**config.mk**
```make
export PLATFORM = sky130hd
export DESIGN_NAME = lcd_bus_ctrl
export DESIGN_NICKNAME = d
export VERILOG_FILES = /design/src/rtl/lcd_pkg.sv /design/src/rtl/lcd_phase_timer.sv /design/src/rtl/lcd_pin_drv.sv /design/src/rtl/lcd_seq_ctrl.sv /design/src/rtl/lcd_regs.sv /design/src/rtl/lcd_bus_ctrl.sv
export SDC_FILE = /design/constraint.sdc
export NUM_CORES = 1
export LEC_CHECK = 0
export ABC_AREA = 1
export BUFFER_PORTS_ARGS = -buffer_cell sky130_fd_sc_hd__buf_2
export CAP_MARGIN = 10
export CORE_ASPECT_RATIO = 0.5
export CORE_MARGIN = 3
export CORE_UTILIZATION = 46
export DETAILED_ROUTE_END_ITERATION = 12
export PLACE_DENSITY = 0.79
export SLEW_MARGIN = 20
export SYNTH_ARGS = -nofsm -noshare
export SYNTH_HDL_FRONTEND = slang
export SYNTH_SLANG_ARGS = --single-unit
```
**constraint.sdc**
```tcl
create_clock -name clk -period 1.51 [get_ports clk]
set_input_delay 0.0755 -clock clk [delete_from_list [all_inputs] [get_ports clk]]
set_output_delay 0.0755 -clock clk [all_outputs]
set_load 0.1 [all_outputs]
```
**src/rtl/lcd_pkg.sv**
```systemverilog
package lcd_pkg;
  localparam int DW = 8;

  localparam logic [1:0] A_CTRL = 2'd0;
  localparam logic [1:0] A_STAT = 2'd1;
  localparam logic [1:0] A_MASK = 2'd2;
  localparam logic [1:0] A_DATA = 2'd3;

  localparam int B_RS   = 0;
  localparam int B_RD   = 1;
  localparam int B_EN   = 2;
  localparam int B_FAST = 3;
  localparam int B_I80  = 4;
  localparam int CTRL_W = 5;

  typedef enum logic [1:0] {PH_IDLE, PH_SETUP, PH_STROBE, PH_HOLD} phase_t;
  typedef enum logic [1:0] {CS_IDLE, CS_POLL, CS_ACC} cstate_t;

  typedef struct packed {
    logic          rd;
    logic          rs;
    logic          fast;
    logic          i80;
    logic [DW-1:0] wd;
  } attr_t;
endpackage

```
**src/rtl/lcd_phase_timer.sv**
```systemverilog
module lcd_phase_timer
  import lcd_pkg::*;
#(
  parameter int SETUP_N  = 2,
  parameter int STROBE_N = 4,
  parameter int HOLD_N   = 2,
  parameter int SETUP_F  = 1,
  parameter int STROBE_F = 2,
  parameter int HOLD_F   = 1
) (
  input  logic   clk,
  input  logic   rst,
  input  logic   start,
  input  attr_t  attr_i,
  output phase_t phase_d,
  output attr_t  attr_d,
  output logic   sample,
  output logic   done
);
  localparam int MAX_A = (SETUP_N > STROBE_N) ? SETUP_N : STROBE_N;
  localparam int MAX_B = (HOLD_N > MAX_A) ? HOLD_N : MAX_A;
  localparam int MAXN  = MAX_B;
  localparam int CW    = (MAXN < 2) ? 1 : $clog2(MAXN);

  phase_t        phase_q;
  attr_t         attr_q;
  logic [CW-1:0] cnt_q, cnt_d;

  function automatic logic [CW-1:0] span(phase_t ph, logic fast);
    case (ph)
      PH_SETUP:  span = fast ? CW'(SETUP_F - 1)  : CW'(SETUP_N - 1);
      PH_STROBE: span = fast ? CW'(STROBE_F - 1) : CW'(STROBE_N - 1);
      default:   span = fast ? CW'(HOLD_F - 1)   : CW'(HOLD_N - 1);
    endcase
  endfunction

  assign done   = (phase_q == PH_HOLD)   && (cnt_q == '0);
  assign sample = (phase_q == PH_STROBE) && (cnt_q == '0);

  always_comb begin
    phase_d = phase_q;
    cnt_d   = cnt_q;
    attr_d  = attr_q;
    if (start && (phase_q == PH_IDLE || done)) begin
      phase_d = PH_SETUP;
      attr_d  = attr_i;
      cnt_d   = span(PH_SETUP, attr_i.fast);
    end else if (phase_q != PH_IDLE) begin
      if (cnt_q != '0) begin
        cnt_d = cnt_q - 1'b1;
      end else begin
        case (phase_q)
          PH_SETUP: begin
            phase_d = PH_STROBE;
            cnt_d   = span(PH_STROBE, attr_q.fast);
          end
          PH_STROBE: begin
            phase_d = PH_HOLD;
            cnt_d   = span(PH_HOLD, attr_q.fast);
          end
          default: begin
            phase_d = PH_IDLE;
            cnt_d   = '0;
          end
        endcase
      end
    end
  end

  always_ff @(posedge clk) begin
    if (rst) begin
      phase_q <= PH_IDLE;
      cnt_q   <= '0;
      attr_q  <= '0;
    end else begin
      phase_q <= phase_d;
      cnt_q   <= cnt_d;
      attr_q  <= attr_d;
    end
  end
endmodule

```
**src/rtl/lcd_pin_drv.sv**
```systemverilog
module lcd_pin_drv
  import lcd_pkg::*;
(
  input  logic          clk,
  input  logic          rst,
  input  phase_t        phase_d,
  input  logic          rd_i,
  input  logic          rs_i,
  input  logic          i80_i,
  input  logic [DW-1:0] wd_i,
  output logic          lcd_rs,
  output logic          lcd_e,
  output logic          lcd_rw,
  output logic          lcd_rd_n,
  output logic          lcd_wr_n,
  output logic [DW-1:0] lcd_dout,
  output logic          lcd_doe
);
  logic act, strobe;
  assign act    = (phase_d != PH_IDLE);
  assign strobe = (phase_d == PH_STROBE);

  always_ff @(posedge clk) begin
    if (rst) begin
      lcd_rs   <= 1'b0;
      lcd_e    <= 1'b0;
      lcd_rw   <= 1'b1;
      lcd_rd_n <= 1'b1;
      lcd_wr_n <= 1'b1;
      lcd_dout <= '0;
      lcd_doe  <= 1'b0;
    end else begin
      if (act) begin
        lcd_rs   <= rs_i;
        lcd_dout <= wd_i;
      end
      lcd_e    <= !i80_i && strobe;
      lcd_rw   <= !(act && !i80_i && !rd_i);
      lcd_rd_n <= !(i80_i && strobe && rd_i);
      lcd_wr_n <= !(i80_i && strobe && !rd_i);
      lcd_doe  <= act && !rd_i;
    end
  end
endmodule

```
**src/rtl/lcd_seq_ctrl.sv**
```systemverilog
module lcd_seq_ctrl
  import lcd_pkg::*;
(
  input  logic          clk,
  input  logic          rst,
  input  logic          req,
  input  logic          req_rd,
  input  logic          req_rs,
  input  logic [DW-1:0] req_wd,
  input  logic          cfg_fast,
  input  logic          cfg_i80,
  input  logic [DW-1:0] mask,
  input  logic [DW-1:0] cap,
  input  logic          done,
  output logic          start,
  output attr_t         attr_o,
  output logic          busy,
  output logic          fin,
  output logic          fin_rd
);
  cstate_t       state_q, state_d;
  logic          p_rd, p_rs;
  logic [DW-1:0] p_wd;

  function automatic attr_t mk(logic rd, logic rs, logic [DW-1:0] wd,
                               logic fast, logic i80);
    attr_t a;
    a.rd   = rd;
    a.rs   = rs;
    a.fast = fast;
    a.i80  = i80;
    a.wd   = wd;
    return a;
  endfunction

  always_comb begin
    state_d = state_q;
    start   = 1'b0;
    fin     = 1'b0;
    attr_o  = mk(p_rd, p_rs, p_wd, cfg_fast, cfg_i80);
    case (state_q)
      CS_IDLE: if (req) begin
        start = 1'b1;
        if (|mask) begin
          attr_o  = mk(1'b1, 1'b0, req_wd, cfg_fast, cfg_i80);
          state_d = CS_POLL;
        end else begin
          attr_o  = mk(req_rd, req_rs, req_wd, cfg_fast, cfg_i80);
          state_d = CS_ACC;
        end
      end
      CS_POLL: if (done) begin
        start = 1'b1;
        if (|(cap & mask)) begin
          attr_o = mk(1'b1, 1'b0, p_wd, cfg_fast, cfg_i80);
        end else begin
          state_d = CS_ACC;
        end
      end
      default: if (done) begin
        fin     = 1'b1;
        state_d = CS_IDLE;
      end
    endcase
  end

  assign busy   = (state_q != CS_IDLE);
  assign fin_rd = p_rd;

  always_ff @(posedge clk) begin
    if (rst) begin
      state_q <= CS_IDLE;
      p_rd    <= 1'b0;
      p_rs    <= 1'b0;
      p_wd    <= '0;
    end else begin
      state_q <= state_d;
      if (state_q == CS_IDLE && req) begin
        p_rd <= req_rd;
        p_rs <= req_rs;
        p_wd <= req_wd;
      end
    end
  end
endmodule

```
**src/rtl/lcd_regs.sv**
```systemverilog
module lcd_regs
  import lcd_pkg::*;
(
  input  logic          clk,
  input  logic          rst,
  input  logic          host_we,
  input  logic [1:0]    host_addr,
  input  logic [DW-1:0] host_wdata,
  output logic [DW-1:0] host_rdata,
  input  logic          busy,
  input  logic          fin,
  input  logic          fin_rd,
  input  logic [DW-1:0] cap,
  output logic          req,
  output logic          req_rd,
  output logic          req_rs,
  output logic          cfg_fast,
  output logic          cfg_i80,
  output logic [DW-1:0] mask,
  output logic          ctrl_en,
  output logic          ctrl_rd
);
  logic [CTRL_W-1:0] ctrl_q;
  logic [DW-1:0]     data_q;
  logic              ctrl_wr, data_wr, req_wr;

  assign ctrl_wr  = host_we && (host_addr == A_CTRL);
  assign data_wr  = host_we && (host_addr == A_DATA);
  assign req_wr   = data_wr && ctrl_q[B_EN] && !busy;
  assign req_rd   = ctrl_wr && host_wdata[B_RD] && host_wdata[B_EN] && !busy;
  assign req      = req_wr || req_rd;
  assign req_rs   = ctrl_wr ? host_wdata[B_RS]   : ctrl_q[B_RS];
  assign cfg_fast = ctrl_wr ? host_wdata[B_FAST] : ctrl_q[B_FAST];
  assign cfg_i80  = ctrl_wr ? host_wdata[B_I80]  : ctrl_q[B_I80];
  assign ctrl_en  = ctrl_q[B_EN];
  assign ctrl_rd  = ctrl_q[B_RD];

  always_ff @(posedge clk) begin
    if (rst) begin
      ctrl_q     <= '0;
      mask       <= '0;
      data_q     <= '0;
      host_rdata <= '0;
    end else begin
      if (ctrl_wr) begin
        ctrl_q[B_RS]   <= host_wdata[B_RS];
        ctrl_q[B_EN]   <= host_wdata[B_EN];
        ctrl_q[B_FAST] <= host_wdata[B_FAST];
        ctrl_q[B_I80]  <= host_wdata[B_I80];
        if (!busy) ctrl_q[B_RD] <= host_wdata[B_RD] && host_wdata[B_EN];
      end
      if (host_we && host_addr == A_MASK) mask <= host_wdata;
      if (req_wr) data_q <= host_wdata;
      if (fin && fin_rd) begin
        ctrl_q[B_RD] <= 1'b0;
        data_q       <= cap;
      end
      case (host_addr)
        A_CTRL:  host_rdata <= {{(DW-CTRL_W){1'b0}}, ctrl_q};
        A_STAT:  host_rdata <= {{(DW-1){1'b0}}, busy};
        A_MASK:  host_rdata <= mask;
        default: host_rdata <= data_q;
      endcase
    end
  end
endmodule

```
**src/rtl/lcd_bus_ctrl.sv**
```systemverilog
module lcd_bus_ctrl
  import lcd_pkg::*;
#(
  parameter int SETUP_N  = 2,
  parameter int STROBE_N = 4,
  parameter int HOLD_N   = 2,
  parameter int SETUP_F  = 1,
  parameter int STROBE_F = 2,
  parameter int HOLD_F   = 1
) (
  input  logic          clk,
  input  logic          rst,
  input  logic          host_we,
  input  logic [1:0]    host_addr,
  input  logic [DW-1:0] host_wdata,
  output logic [DW-1:0] host_rdata,
  output logic          lcd_rs,
  output logic          lcd_e,
  output logic          lcd_rw,
  output logic          lcd_rd_n,
  output logic          lcd_wr_n,
  output logic [DW-1:0] lcd_dout,
  output logic          lcd_doe,
  input  logic [DW-1:0] lcd_din
);
  logic          req, req_rd, req_rs, cfg_fast, cfg_i80;
  logic [DW-1:0] mask, cap;
  logic          ctrl_en, ctrl_rd;
  logic          busy, fin, fin_rd, start, sample, done;
  attr_t         seq_attr, tm_attr_d;
  phase_t        tm_phase_d;

  lcd_regs u_regs (
    .clk(clk), .rst(rst), .host_we(host_we), .host_addr(host_addr),
    .host_wdata(host_wdata), .host_rdata(host_rdata), .busy(busy),
    .fin(fin), .fin_rd(fin_rd), .cap(cap), .req(req), .req_rd(req_rd),
    .req_rs(req_rs), .cfg_fast(cfg_fast), .cfg_i80(cfg_i80), .mask(mask),
    .ctrl_en(ctrl_en), .ctrl_rd(ctrl_rd)
  );

  lcd_seq_ctrl u_seq (
    .clk(clk), .rst(rst), .req(req), .req_rd(req_rd), .req_rs(req_rs),
    .req_wd(host_wdata), .cfg_fast(cfg_fast), .cfg_i80(cfg_i80),
    .mask(mask), .cap(cap), .done(done), .start(start), .attr_o(seq_attr),
    .busy(busy), .fin(fin), .fin_rd(fin_rd)
  );

  lcd_phase_timer #(
    .SETUP_N(SETUP_N), .STROBE_N(STROBE_N), .HOLD_N(HOLD_N),
    .SETUP_F(SETUP_F), .STROBE_F(STROBE_F), .HOLD_F(HOLD_F)
  ) u_timer (
    .clk(clk), .rst(rst), .start(start), .attr_i(seq_attr),
    .phase_d(tm_phase_d), .attr_d(tm_attr_d), .sample(sample), .done(done)
  );

  lcd_pin_drv u_pins (
    .clk(clk), .rst(rst), .phase_d(tm_phase_d), .rd_i(tm_attr_d.rd),
    .rs_i(tm_attr_d.rs), .i80_i(tm_attr_d.i80), .wd_i(tm_attr_d.wd),
    .lcd_rs(lcd_rs), .lcd_e(lcd_e), .lcd_rw(lcd_rw), .lcd_rd_n(lcd_rd_n),
    .lcd_wr_n(lcd_wr_n), .lcd_dout(lcd_dout), .lcd_doe(lcd_doe)
  );

  always_ff @(posedge clk) begin
    if (rst)         cap <= '0;
    else if (sample) cap <= lcd_din;
  end
endmodule

```
# Word-level counts from Yosys, hierarchy flattened
# Cells that the tools add are included.
[op_classes]
n_addsub = 1
eq_ne = 11
mux = 33
n_bitwise = 2
n_reduce_logical = 46
[ops]
columns = ["cell", "n"]
rows = [
  ["two-way mux 12 bit", 5],
  ["two-way mux 2 bit", 12],
  ["one-hot mux 12 bit (2 select lines)", 1],
  ["one-hot mux 8 bit (3 select lines)", 1],
  ["logical AND 1 bit", 21],
  ["two-way mux 8 bit", 2],
  ["OR reduction 8 bit", 2],
  ["nonzero test 2 bit", 7],
  ["one-hot mux 2 bit (2 select lines)", 3],
  ["== test 2 bit (second input constant)", 5],
  ["AND 8 bit", 1],
  ["zero test 2 bit", 4],
  ["two-way mux 1 bit", 8],
  ["== test 2 x 1 -> 1 bit (second input constant)", 3],
  ["zero test 1 bit", 6],
  ["inequality test 2 x 1 -> 1 bit (second input constant)", 2],
  ["AND reduction 4 bit", 1],
  ["OR reduction 2 bit", 2],
  ["logical OR 1 bit", 2],
  ["inequality test 2 bit (second input constant)", 1],
  ["one-hot mux 1 bit (2 select lines)", 1],
  ["AND reduction 2 bit", 1],
  ["subtractor 2 x 1 -> 2 bit (second input constant)", 1],
  ["inverter 1 bit", 1],
]
[totals]
register_bits = 79
out_inout_bits = 22

# Logic depth before layout (Yosys ltp)
[logic_depth]
ltp_word = 14
depth_mapped = 12
ltp_nobuf = 11

# By module
# A second synthesis with hierarchy kept.
[unflattened]
hier_cells = 544
hier_area_um2 = 3827.4
[by_module_without_submodules]
columns = ["mod", "instances", "cells_per_inst", "area_per_inst_um2"]
rows = [
  ["lcd_regs", 1, 189, 1317.5],
  ["lcd_phase_timer", 1, 124, 919.6],
  ["lcd_seq_ctrl", 1, 107, 716.9],
  ["lcd_pin_drv", 1, 73, 531.8],
  ["lcd_bus_ctrl", 1, 51, 341.6],
]

# Worst setup path after synthesis
# No wires, ideal clock.
[synth_timing]
path_type = "register to register"
startpoint = "register u_timer.phase_q[0]"
endpoint = "register u_pins.lcd_rd_n"
t_arrival_ns = 1.472
required_time_ns = 1.386
slack_ns = -0.086
path_stages_with_launch = 9
n_path_buf = 1
path_cell_list = "dfxtp_1 inv_1 ha_1 clkbuf_1 o21ai_1 a21boi_0 nand2_1 nor2_1 nand3_1"
[synth_between]
elab_chain_len = 10
elab_cells_between_ends = 21
classes_between = "eq/ne: 4; mux: 9; reduce/logical: 8"
[synth_rtl]
columns = ["element", "line_no", "source"]
rows = [
  ["start: declaration", "lcd_phase_timer.sv:25", "phase_t phase_q;"],
  ["start signal: assignment", "lcd_phase_timer.sv:76", "phase_q <= phase_d;"],
  ["== test 2 bit", "lcd_phase_timer.sv:37", "assign done = (phase_q == PH_HOLD) && (cnt_q == '0);"],
  ["logical AND 1 bit", "lcd_phase_timer.sv:37", ""],
  ["two-way mux 1 bit", "lcd_seq_ctrl.sv:52", "CS_POLL: if (done) begin"],
  ["one-hot mux 1 bit (2 select lines)", "lcd_seq_ctrl.sv:41", "case (state_q)"],
  ["logical AND 1 bit", "lcd_phase_timer.sv:44", "if (start && (phase_q == PH_IDLE || done)) begin"],
  ["two-way mux 2 bit", "lcd_phase_timer.sv:44", ""],
  ["== test 2 bit", "lcd_pin_drv.sv:21", "assign strobe = (phase_d == PH_STROBE);"],
  ["logical AND 1 bit", "lcd_pin_drv.sv:39", "lcd_rd_n <= !(i80_i && strobe && rd_i);"],
  ["logical AND 1 bit *", "lcd_pin_drv.sv:39", ""],
  ["zero test 1 bit *", "lcd_pin_drv.sv:39", ""],
  ["end signal: assignment", "lcd_pin_drv.sv:39", ""],
  ["end: declaration", "lcd_pin_drv.sv:14", "output logic lcd_rd_n,"],
]
# Every way passes the cells marked *; elsewhere a longest branch is shown, timed or not.
# A chain may end at the register's enable or synchronous reset.

# Worst setup path in the final report
[layout_timing]
startpoint = "register u_timer.phase_q[1]"
endpoint = "register u_pins.lcd_rd_n"
# Same word-level chain as after synthesis.

==> flow_metrics.env <==
export IMPL_outcome="finished, violations left"
export IMPL_violations="setup timing"
export IMPL_cts_htree_levels=3
export IMPL_skew_ns=0.009904
export IMPL_grt_use_total_pct=21.93
export IMPL_rows=21
export IMPL_cp_max_fo=4
export IMPL_synth_ff_type="dfxtp_1"
export IMPL_drtIter0Drc=287
export IMPL_design_area_um2=4669
export IMPL_critPathRequiredTime_ns=1.74
export IMPL_cts_tree="done"
export IMPL_crit_arrival_ns=1.81
export IMPL_synth_edf_count=0
export IMPL_setup_ws_ns=-0.07474
export IMPL_clock_latency_ns=0.35
export IMPL_met3_length_um=910
export IMPL_total_power_mw=7.302
export IMPL_layout_nets=575
export IMPL_rsz0062_at_grt="yes"
export IMPL_setup_viol=12
export IMPL_regArea_um2=1594
export IMPL_dp_hpwl_um=6245
export IMPL_ys_top_cells_by_area="dfxtp_1, nand2_1, a21oi_1"
export IMPL_grt_pass1_wl_um=14670
export IMPL_netlist_area_leader_share_pct=46.64
export IMPL_multi_input_area_um2=1770
export IMPL_cts_max_path_buffers=2
export IMPL_fp_coreArea_um2=6910
export IMPL_dieWidth_um=127.4
export IMPL_preCtsSetupSlack_ns=-0.1563
export IMPL_hold_viol=0
export IMPL_numClockSinks=79
export IMPL_yosysSeqAreaShare_pct=46.64
export IMPL_p_sw_mw=2.883
export IMPL_dieArea_um2=8500
export IMPL_port_buffers=42
export IMPL_drc_errors=0
export IMPL_diodes=0
export IMPL_cp_end_kind="flip-flop"
export IMPL_whs_ns=0.005801
export IMPL_ys_types=40
export IMPL_leakagePower_nw=2.156
export IMPL_ys_warn_count=0
export IMPL_worst_pin_slew_ns=0.5052
export IMPL_wirelength_um=10800
export IMPL_via_count=3568
export IMPL_placed_area_um2=3948
export IMPL_grt_max_degree=29
export IMPL_synthCells=458
export IMPL_fmax_ghz=0.6310
export IMPL_antenna_found_initial=0
export IMPL_layout_drive_gt1_share_pct=31.35
export IMPL_path_class="reg2reg"
export IMPL_synthesis_nets=483
export IMPL_initial_utilization_pct=49.07
export IMPL_ant_nets=0
export IMPL_start_kind="flip-flop"
export IMPL_min_period_ns=1.585
export IMPL_overflow=0
export IMPL_viasPerCell=5.515
export IMPL_gp_congestion=0.8791
export IMPL_clockRootBuffer="clkbuf_16"
export IMPL_cts_made_buffers=9
export IMPL_ir_worst_vdd_uv=857.5
export IMPL_p_seq_share_pct=34.0
export IMPL_comb_power_share_pct=35.0
export IMPL_die_h_um=66.71
export IMPL_wl_met2_um=5100
export IMPL_area_growth_pct=37.71
export IMPL_drv_slew=0
export IMPL_ios=43
export IMPL_utilization_pct=67.57
export IMPL_routed_top_layer="met4"
export IMPL_min_path_type="in2reg"
export IMPL_clk_pin_slew_ns=0.06
export IMPL_yosysMostFrequentCell="nand2_1"
export IMPL_switching_share_pct=39.48
export IMPL_drt_wirelength_per_cell_um=16.70
export IMPL_syn_area_per_cell_um2=7.403
export IMPL_fillerInstances=490
export IMPL_first_pass_iters=5
export IMPL_power_frac_clock_pct=31.0
export IMPL_async_flop_share_pct=0
export IMPL_period_share_pct=104.9
export IMPL_grt_pass1_vias=3150
export IMPL_yosys_area_top_type="dfxtp_1"
export IMPL_ys_seq_elements=79
export IMPL_cap_violations=0
export IMPL_relSlewSlack_pct=66.55
export IMPL_intPower_mw=4.420
export IMPL_synth_common_cells="nand2_1, dfxtp_1, nor2_1, a21oi_1, inv_1"
export IMPL_p_per_area_nw_per_um2=1564
export IMPL_drt_met1_wl_um=4312
export IMPL_syn_cell_area_um2=3391
[final cells by class]
type	count	share of cell area (%)
Multi-Input combinational cell	318	37.92
Sequential cell	79	34.14
Timing Repair Buffer	96	14.71
Clock buffer	9	4.823
Inverter	46	4.126
Tap cell	92	2.465
Clock inverter	7	1.822
[placed cells by master, fill, tap and decap left out, types with 2 or more instances in the layout]
cell and n:
nor2_1 50, buf_6 5, nand2_4 8, nand2_2 18
dlygate4sd3_1 4, ha_4 2, inv_4 3, nand3b_1 2
a221oi_1 3, buf_2 42, inv_1 39, inv_6 5
nand3_1 17, a31oi_1 4, dfxtp_4 3, clkbuf_16 10
nor2_2 7, buf_4 42, a21oi_1 44, nor2_4 5
nor3_1 2, o21ai_1 9, inv_2 2, o21ai_0 23
o22ai_1 4, nand2_1 94, buf_12 2, nand3_4 2
o21ai_2 2, inv_8 2, o21ai_4 3, ha_1 2
dfxtp_1 75, nand2_8 2
[metrics by stage]
stage                       TNS, ns  std cells
after global placement      -0.7202        615
final                       -0.3817        647
after CTS                 -0.005291        640
after floorplan                   0        458
after global routing         -2.093        647
after detailed placement     -1.432        615
[registers in the layout, summed over array words and instances (netlist names), 5 cells and up]
name / count
u_seq.p_wd: 8
u_pins.lcd_dout: 8
u_regs.mask: 8
cap: 8
u_timer.attr_q: 12
u_regs.ctrl_q: 5
u_regs.host_rdata: 8
u_regs.data_q: 8
[worst max-delay path, cell delays in order (launching register included)]
cell      delay, ns
dfxtp_4        0.39
inv_4          0.05
ha_4           0.17
inv_6          0.08
nand2_8        0.08
o21ai_4        0.18
a21boi_4       0.21
nand2_1        0.09
nor2_2         0.13
nand3_1        0.09
[power by group through the flow]
stage	clock network, mW	registers [mW]	logic (mW)
floorplan	0	3.19	0.816
global placement	0	2.49	1.98
detailed placement	0	2.49	2.02
finish	2.26	2.49	2.56
CTS	2.27	2.46	2.20
global route	2.37	2.50	2.69
[final timing paths]
path                           start          endpoint  cells after the start  slack (ns)
setup / recovery  u_timer.phase_q[1]   u_pins.lcd_rd_n                      9       -0.07
hold / removal            lcd_din[6]            cap[6]                      3       0.006
setup reg to reg  u_timer.phase_q[1]   u_pins.lcd_rd_n                      9       -0.07
hold reg to reg     u_regs.ctrl_q[2]  u_regs.ctrl_q[2]                      2        0.47
[kinds of logic (layout without fill, tap and decap cells)]
group,after synthesis,after routing,share of synthesized area (%)
adder cells (fa/ha/maj),4,4,1.476
AO/OA/AOI/OAI,99,99,15.83
flip-flops,79,79,46.64
AND/OR/NAND/NOR,215,215,28.16
buffers and inverters,61,158,7.896
[routing by layer]
metal / track usage, % / vias up
met1: 27.14 / 1636
met2: 35.54 / 205
li1: - / 1674
met3: 6.805 / 53
met5: 0 / -
met4: 9.626 / 0
[timing repair]
| action | 4_1_cts | 5_1_grt |
|---|---|---|
| pin swaps | 8 | 18 |
| gates resized for setup | 25 | 56 |
| hold buffers | 4 | 0 |
| endpoints found under the setup margin | 21 | 37 |
| cloned | 0 | 1 |
| buffers inserted | 5 | 6 |
| hold endpoints to repair | 4 | 0 |
No activity file was read; power rests on OpenSTA's default activity.
